**config.mk**
```make
export PLATFORM = sky130hd
export DESIGN_NAME = wb_half_bridge
export DESIGN_NICKNAME = d
export VERILOG_FILES = /design/src/rtl/wb_half_bridge.sv
export SDC_FILE = /design/constraint.sdc
export NUM_CORES = 1
export LEC_CHECK = 0
export BUFFER_PORTS_ARGS = -buffer_cell sky130_fd_sc_hd__buf_2
export CELL_PAD_IN_SITES_DETAIL_PLACEMENT = 1
export CELL_PAD_IN_SITES_GLOBAL_PLACEMENT = 1
export CORE_MARGIN = 5
export CORE_UTILIZATION = 28
export DETAILED_ROUTE_END_ITERATION = 7
export PLACE_DENSITY = 0.75
export SLEW_MARGIN = 10
export SYNTH_ARGS = -nofsm -noshare
export SYNTH_HDL_FRONTEND = slang
export SYNTH_SLANG_ARGS = --single-unit
```
**constraint.sdc**
```tcl
create_clock -name clk -period 2.6 [get_ports clk]
set_input_delay 0.52 -clock clk [delete_from_list [all_inputs] [get_ports clk]]
set_output_delay 0.52 -clock clk [all_outputs]
set_load 0.05 [all_outputs]
```
**src/rtl/wb_half_bridge.sv**
```systemverilog
module wb_half_bridge #(
  parameter int NAW = 30,
  parameter int NDW = 32
) (
  input  logic               clk,
  input  logic               rst,
  input  logic               n_cyc,
  input  logic               n_stb,
  input  logic               n_we,
  input  logic [NAW-1:0]     n_adr,
  input  logic [NDW-1:0]     n_dat_w,
  input  logic [NDW/8-1:0]   n_sel,
  output logic [NDW-1:0]     n_dat_r,
  output logic               n_ack,
  output logic               w_cyc,
  output logic               w_stb,
  output logic               w_we,
  output logic [NAW-2:0]     w_adr,
  output logic [2*NDW-1:0]   w_dat_w,
  output logic [NDW/4-1:0]   w_sel,
  input  logic [2*NDW-1:0]   w_dat_r,
  input  logic               w_ack,
  input  logic               w_stall
);
  localparam int NSW = NDW / 8;

  typedef enum logic [1:0] {S_IDLE, S_ISSUE, S_WAIT, S_RESP} st_t;

  st_t              st;
  logic             hi_q;
  logic             we_q;
  logic [NAW-2:0]   adr_q;
  logic [NDW-1:0]   dat_q;
  logic [NSW-1:0]   sel_q;
  logic [NDW-1:0]   rd_q;
  logic [NDW-1:0]   rd_half;

  assign rd_half = hi_q ? w_dat_r[NDW +: NDW] : w_dat_r[0 +: NDW];

  always_ff @(posedge clk) begin
    if (rst) begin
      st <= S_IDLE;
    end else begin
      case (st)
        S_IDLE:  if (n_cyc && n_stb) st <= S_ISSUE;
        S_ISSUE: if (!w_stall) st <= w_ack ? S_RESP : S_WAIT;
        S_WAIT:  if (w_ack) st <= S_RESP;
        default: st <= S_IDLE;
      endcase
    end
  end

  always_ff @(posedge clk) begin
    if (st == S_IDLE && n_cyc && n_stb) begin
      hi_q  <= n_adr[0];
      adr_q <= n_adr[NAW-1:1];
      we_q  <= n_we;
      dat_q <= n_dat_w;
      sel_q <= n_sel;
    end
    if ((st == S_ISSUE && !w_stall && w_ack) || (st == S_WAIT && w_ack))
      rd_q <= rd_half;
  end

  assign w_cyc   = (st == S_ISSUE) || (st == S_WAIT);
  assign w_stb   = (st == S_ISSUE);
  assign w_we    = we_q;
  assign w_adr   = adr_q;
  assign w_dat_w = {dat_q, dat_q};
  assign w_sel   = hi_q ? {sel_q, {NSW{1'b0}}} : {{NSW{1'b0}}, sel_q};
  assign n_ack   = (st == S_RESP);
  assign n_dat_r = rd_q;


  stb_in_cyc_chk: assert property (@(posedge clk) disable iff (rst)
    w_stb |-> w_cyc);


  stall_hold_chk: assert property (@(posedge clk) disable iff (rst)
    (w_stb && w_stall) |=> (w_stb && $stable(w_adr)));


  one_beat_chk: assert property (@(posedge clk) disable iff (rst)
    (w_stb && !w_stall) |=> !w_stb);


  ack_pulse_chk: assert property (@(posedge clk) disable iff (rst)
    n_ack |=> !n_ack);


  ack_follows_wide_chk: assert property (@(posedge clk) disable iff (rst)
    n_ack |-> $past(w_ack));


  no_issue_in_ack_chk: assert property (@(posedge clk) disable iff (rst)
    n_ack |=> !w_cyc);
endmodule

```
[Yosys cells after proc, flatten, opt, wreduce, memory -nomap -nowiden]
Cells that the tools add are included.
Word-level totals
  register bits: 101
  word-level logic and storage cells: 31
  input bits: 137
Cells by class
  reduce and logical (&&, ||, !) cells: 11
  eq/ne operators: 6
  multiplexer cells: 7
Operators with widths (number)
  $mux 32: 1
  $mux 8: 1
  $logic_and 1x1->1: 6
  $mux 2: 3
  $ne 2x2->1 const B: 3
  $pmux 2 s3: 1
  $eq 2x2->1 const B: 2
  $reduce_and 3->1: 1
  $eq 2x1->1 const B: 1
  $logic_not 2->1: 1
  $logic_or 1x1->1: 2
  $logic_not 1->1: 1
  $mux 1: 1

[Longest topological paths before layout]
  depth after elaboration: 4
  gate-level depth with buffers: 5

[Worst setup path after synthesis]
OpenSTA, ideal clock, no wires.
  path kind: reg2reg
  from: register st[1]
  to: register rd_q[0], in the netlist n_dat_r[0] (enable)
  library setup time: 421 ps
  path slack: -220 ps
  period minus slack after synthesis: 2820 ps
  cell stages (with the launch flop): 5
  data arrival time: 2399 ps
  cell sequence: dfxtp_1 inv_1 ha_1 a21oi_1 nor2_1
Between the ends
  word-level cells in the longest chain between the ends: 4
  elaborated cells between the ends (all ways): 6
  those cells by class: eq/ne (2); reduce/logical (4)
RTL lines
  start, declared: line 29  | st_t st;
  start signal, assigned: line 46  | S_ISSUE: if (!w_stall) st <= w_ack ? S_RESP : S_WAIT;
  $eq 2x1->1
  via w_stb: line 16  | output logic w_stb,
  $logic_and 1x1->1 (2 in series): line 61  | if ((st == S_ISSUE && !w_stall && w_ack) || (st == S_WAIT && w_ack))
  $logic_or 1x1->1: line 61
  end signal, assigned: line 62  | rd_q <= rd_half;
  end, declared: line 35  | logic [NDW-1:0] rd_q;
The timed path passes the listed nets, and every way through them passes these cells.
A chain may end at the register's enable or synchronous reset.

[Worst setup path in the final report]
  from: register hi_q
  to: output w_sel[5]
Between the ends
  word-level cells in the longest chain between the ends: 1
RTL lines
  start, declared: line 30  | logic hi_q;
  start signal, assigned: line 55  | hi_q <= n_adr[0];
  $mux 8: line 70  | assign w_sel = hi_q ? {sel_q, {NSW{1'b0}}} : {{NSW{1'b0}}, sel_q};
  end, declared: line 20  | output logic [NDW/4-1:0] w_sel,
No other way between the ends.

==> key figures <==
Synth
  • Mapped Nets: approximately 340
  • Synth area leader: edfxtp_1
  • FFs w/ async S/R, synth: 0%
  • Most frequent cell after synthesis: edfxtp_1
  • Area contributors post-synth: edfxtp_1, mux2_2, buf_4
  • Cells after Synth: ~200
  • Synth top cells by count: edfxtp_1, mux2_2, buf_4
  • Post-synthesis sequential area ratio: between 70% and 80%
  • Synth Register Bits: a little over 100
  • Post-Syn Area: 3830 µm²
  • Yosys cell types: 19
  • Top-area cell type share of the netlist area: between 70 and 80%
  • Mean Syn Cell Area: between 15 and 20 µm²
  • EDFF count, synth: 99
  • Synthesis Warnings: 0
  • Primary FF master, synth: edfxtp_1

Route
  • DR DRC count: 0
  • Drt via density: roughly 4.2
  • First drt pass iteration count: 5
  • Routed vias: 2625
  • Routed WL per cell: 17.6 µm
  • Post-Route WL: about 11000 µm
  • DRT iter0 DRCs: approximately 130
  • Post-route ant nets: 0

CTS
  • Bufs on Longest Clock Path: 2
  • Cts bufs inserted: 9
  • Worst-path clk slew: ~0.07 ns
  • Root Buffer: clkbuf_16
  • Cts repair resizes: 0
  • Clock Sinks: around 100
  • H-tree depth: 3
  • Skew-Pair Late Insertion Delay: approximately 0.34 ns
  • CTS tree: built
  • Post-CTS Repair Setup Buffers: 0
  • Cts hold-fix bufs: 0

STA
  • Setup_tns: 0 ns
  • Max_slew headroom: between 60% and 70%
  • Tmin final: 1.97 ns
  • Pins over their slew limit: 0
  • Clock Skew: 0.00860 ns
  • Endpoints failing setup: 0
  • Worst Tran Pin Value: around 0.55 ns
  • RSZ-0062 raised after global routing: no
  • Fmax: slightly above 0.5 GHz
  • Final Cycle Share: roughly 76%
  • Final Hold Vio Count: 0
  • Final WS setup: 0.626 ns

Global route
  • Vias in the first global route: 2891
  • Congestion Overflow GR: 0
  • First-pass GRT wire length: about 16000 µm
  • Antenna violations before repair: 0
  • Largest net degree at the start of global routing: 53
  • GRT Util Overall: a little over an eighth

Worst setup path
  • Worst r2r dst: w_adr[19]$_DFFE_PP_
  • Critical Path Sink Type: output pin
  • Worst setup path end: w_sel[5]
  • FF-to-FF path depth: 4
  • Slowest stage delay, CP: 0.66 ns
  • Arrival @ worst endpoint: around 1.5 ns
  • Setup crit start: hi_q$_DFFE_PP_
  • R2R Setup Slk: between 0.8 and 0.9 ns
  • FF-to-FF Start: st[0]$_SDFFE_PP0P_
  • Crit path kind: reg2out
  • Worst endpoint required time: around 2.1 ns
  • Critical path's slowest cell: edfxtp_1
  • Worst setup SP type: register
  • Max FO, Critical Path: 14
  • Worst-path cell chain: and2_1, buf_2

Die
  • Core area: ~13000 µm²
  • Row count: 42
  • Die Area: 16100 µm²
  • IO Pins: 274
  • Die height: ~130 µm
  • Initial Utilization: between 20% and 30%
  • Die W: about 130 µm

Placed design
  • Port bufs: 273
  • GPL Wtd Cong: just over 0.8
  • DP Worst Slack: between 0.7 and 0.8 ns
  • Post-detailed-placement half-perimeter wirelength: around 9000 µm

Run
  • Max_cap viols: 0

Layout
  • Area delta synth->final: 43.1%
  • Nets: between 500 and 600
  • Antenna cells: 0
  • Share of cells above drive strength 1: 71.6%

Pwr
  • PD cells: about 920 nW/µm²
  • P_leak: 2.38 nW
  • Worst vdd ir: approximately 310 µV
  • PnR Total Power: between 5 and 6 mW

Hold path
  • HP Class: in2reg

Outcome
  • Status: complete, no violations
[layer usage]
layer	vias up	part of all wire, %	GRT usage (%)
met1	1217	35	13.6
li1	1209	-	-
met2	184	49	22.9
met4	0	1.8	4.16
met5	-	0	0
met3	15	14	7.65
[layout make-up]
type                            count  area (µm²)
Clock inverter                      6        40.0
Timing Repair Buffer              277        1410
Fill cell                        1477        7820
Tap cell                          176         220
Sequential cell                   101        3010
Multi-Input combinational cell     56         548
Clock buffer                       10         229
Inverter                            4        15.0
[worst min-delay path by stage]
stage | from | endpoint | slack [ns] | cells past startpoint
6_report | n_adr[17] | w_adr[16]$_DFFE_PP_ | 0.35 | 1
5_1_grt | n_dat_w[21] | dat_q[21]$_DFFE_PP_ | 0.32 | 1
4_1_cts | n_dat_w[30] | dat_q[30]$_DFFE_PP_ | 0.33 | 1
3_5_place_dp | st[1]$_SDFFE_PP0P_ | st[1]$_SDFFE_PP0P_ | 0.52 | 2
3_3_place_gp | st[1]$_SDFFE_PP0P_ | st[1]$_SDFFE_PP0P_ | 0.50 | 2
2_1_floorplan | st[1]$_SDFFE_PP0P_ | st[1]$_SDFFE_PP0P_ | 0.48 | 2
[layout by cell type (no fill, tap or decap), drive strengths merged]
| cell type | instances |
|---|---|
| mux2 | 33 |
| and2 | 4 |
| and3 | 1 |
| a211oi | 1 |
| mux2i | 1 |
| clkinv | 4 |
| a222oi | 1 |
| dfxtp | 2 |
| nor3 | 1 |
| inv | 4 |
| a21oi | 1 |
| nor2 | 2 |
| nor2b | 4 |
| buf | 277 |
| ha | 4 |
| nand2 | 1 |
| nand2b | 2 |
| edfxtp | 99 |
| clkinvlp | 2 |
| clkbuf | 10 |
[state kept, by name (all words and copies together) (netlist names)]
signal   flops
n_dat_r     32
w_adr       29
dat_q       32
sel_q        4
hi_q         1
st           2
w_we         1
[logic make-up after synthesis]
kind of cell,share of synthesized area (%)
buffers and inverters,7.16
adders and majority gates,1.31
DFF,78.7
AOI/OAI and AO/OA,0.589
and+or+nand+nor,2.22
muxes,9.97
[power breakdown]
part	total, mW	switching [mW]	internal (mW)
combinational	1.68	1.31	0.376
clock	1.22	0.570	0.646
sequential	2.15	0.0772	2.08
[worst max-delay path, delay by kind of cell, from the launching register on]
family | cells | cell delay [ns]
buffers and inverters | 1 | 0.26
DFF | 1 | 0.66
and+or+nand+nor | 1 | 0.20
[stage by stage]
stage          std cells  util (%)  hold slack [ns]  area [µm²]
2_1_floorplan        197         -            0.481        3830
3_3_place_gp         614      39.1            0.496        5200
3_5_place_dp         614      39.1            0.524        5200
4_1_cts              630      41.2            0.332        5470
5_1_grt              630      41.2            0.325        5470
6_report             630      41.2            0.348        5470
No activity file was read; power rests on OpenSTA's default activity.
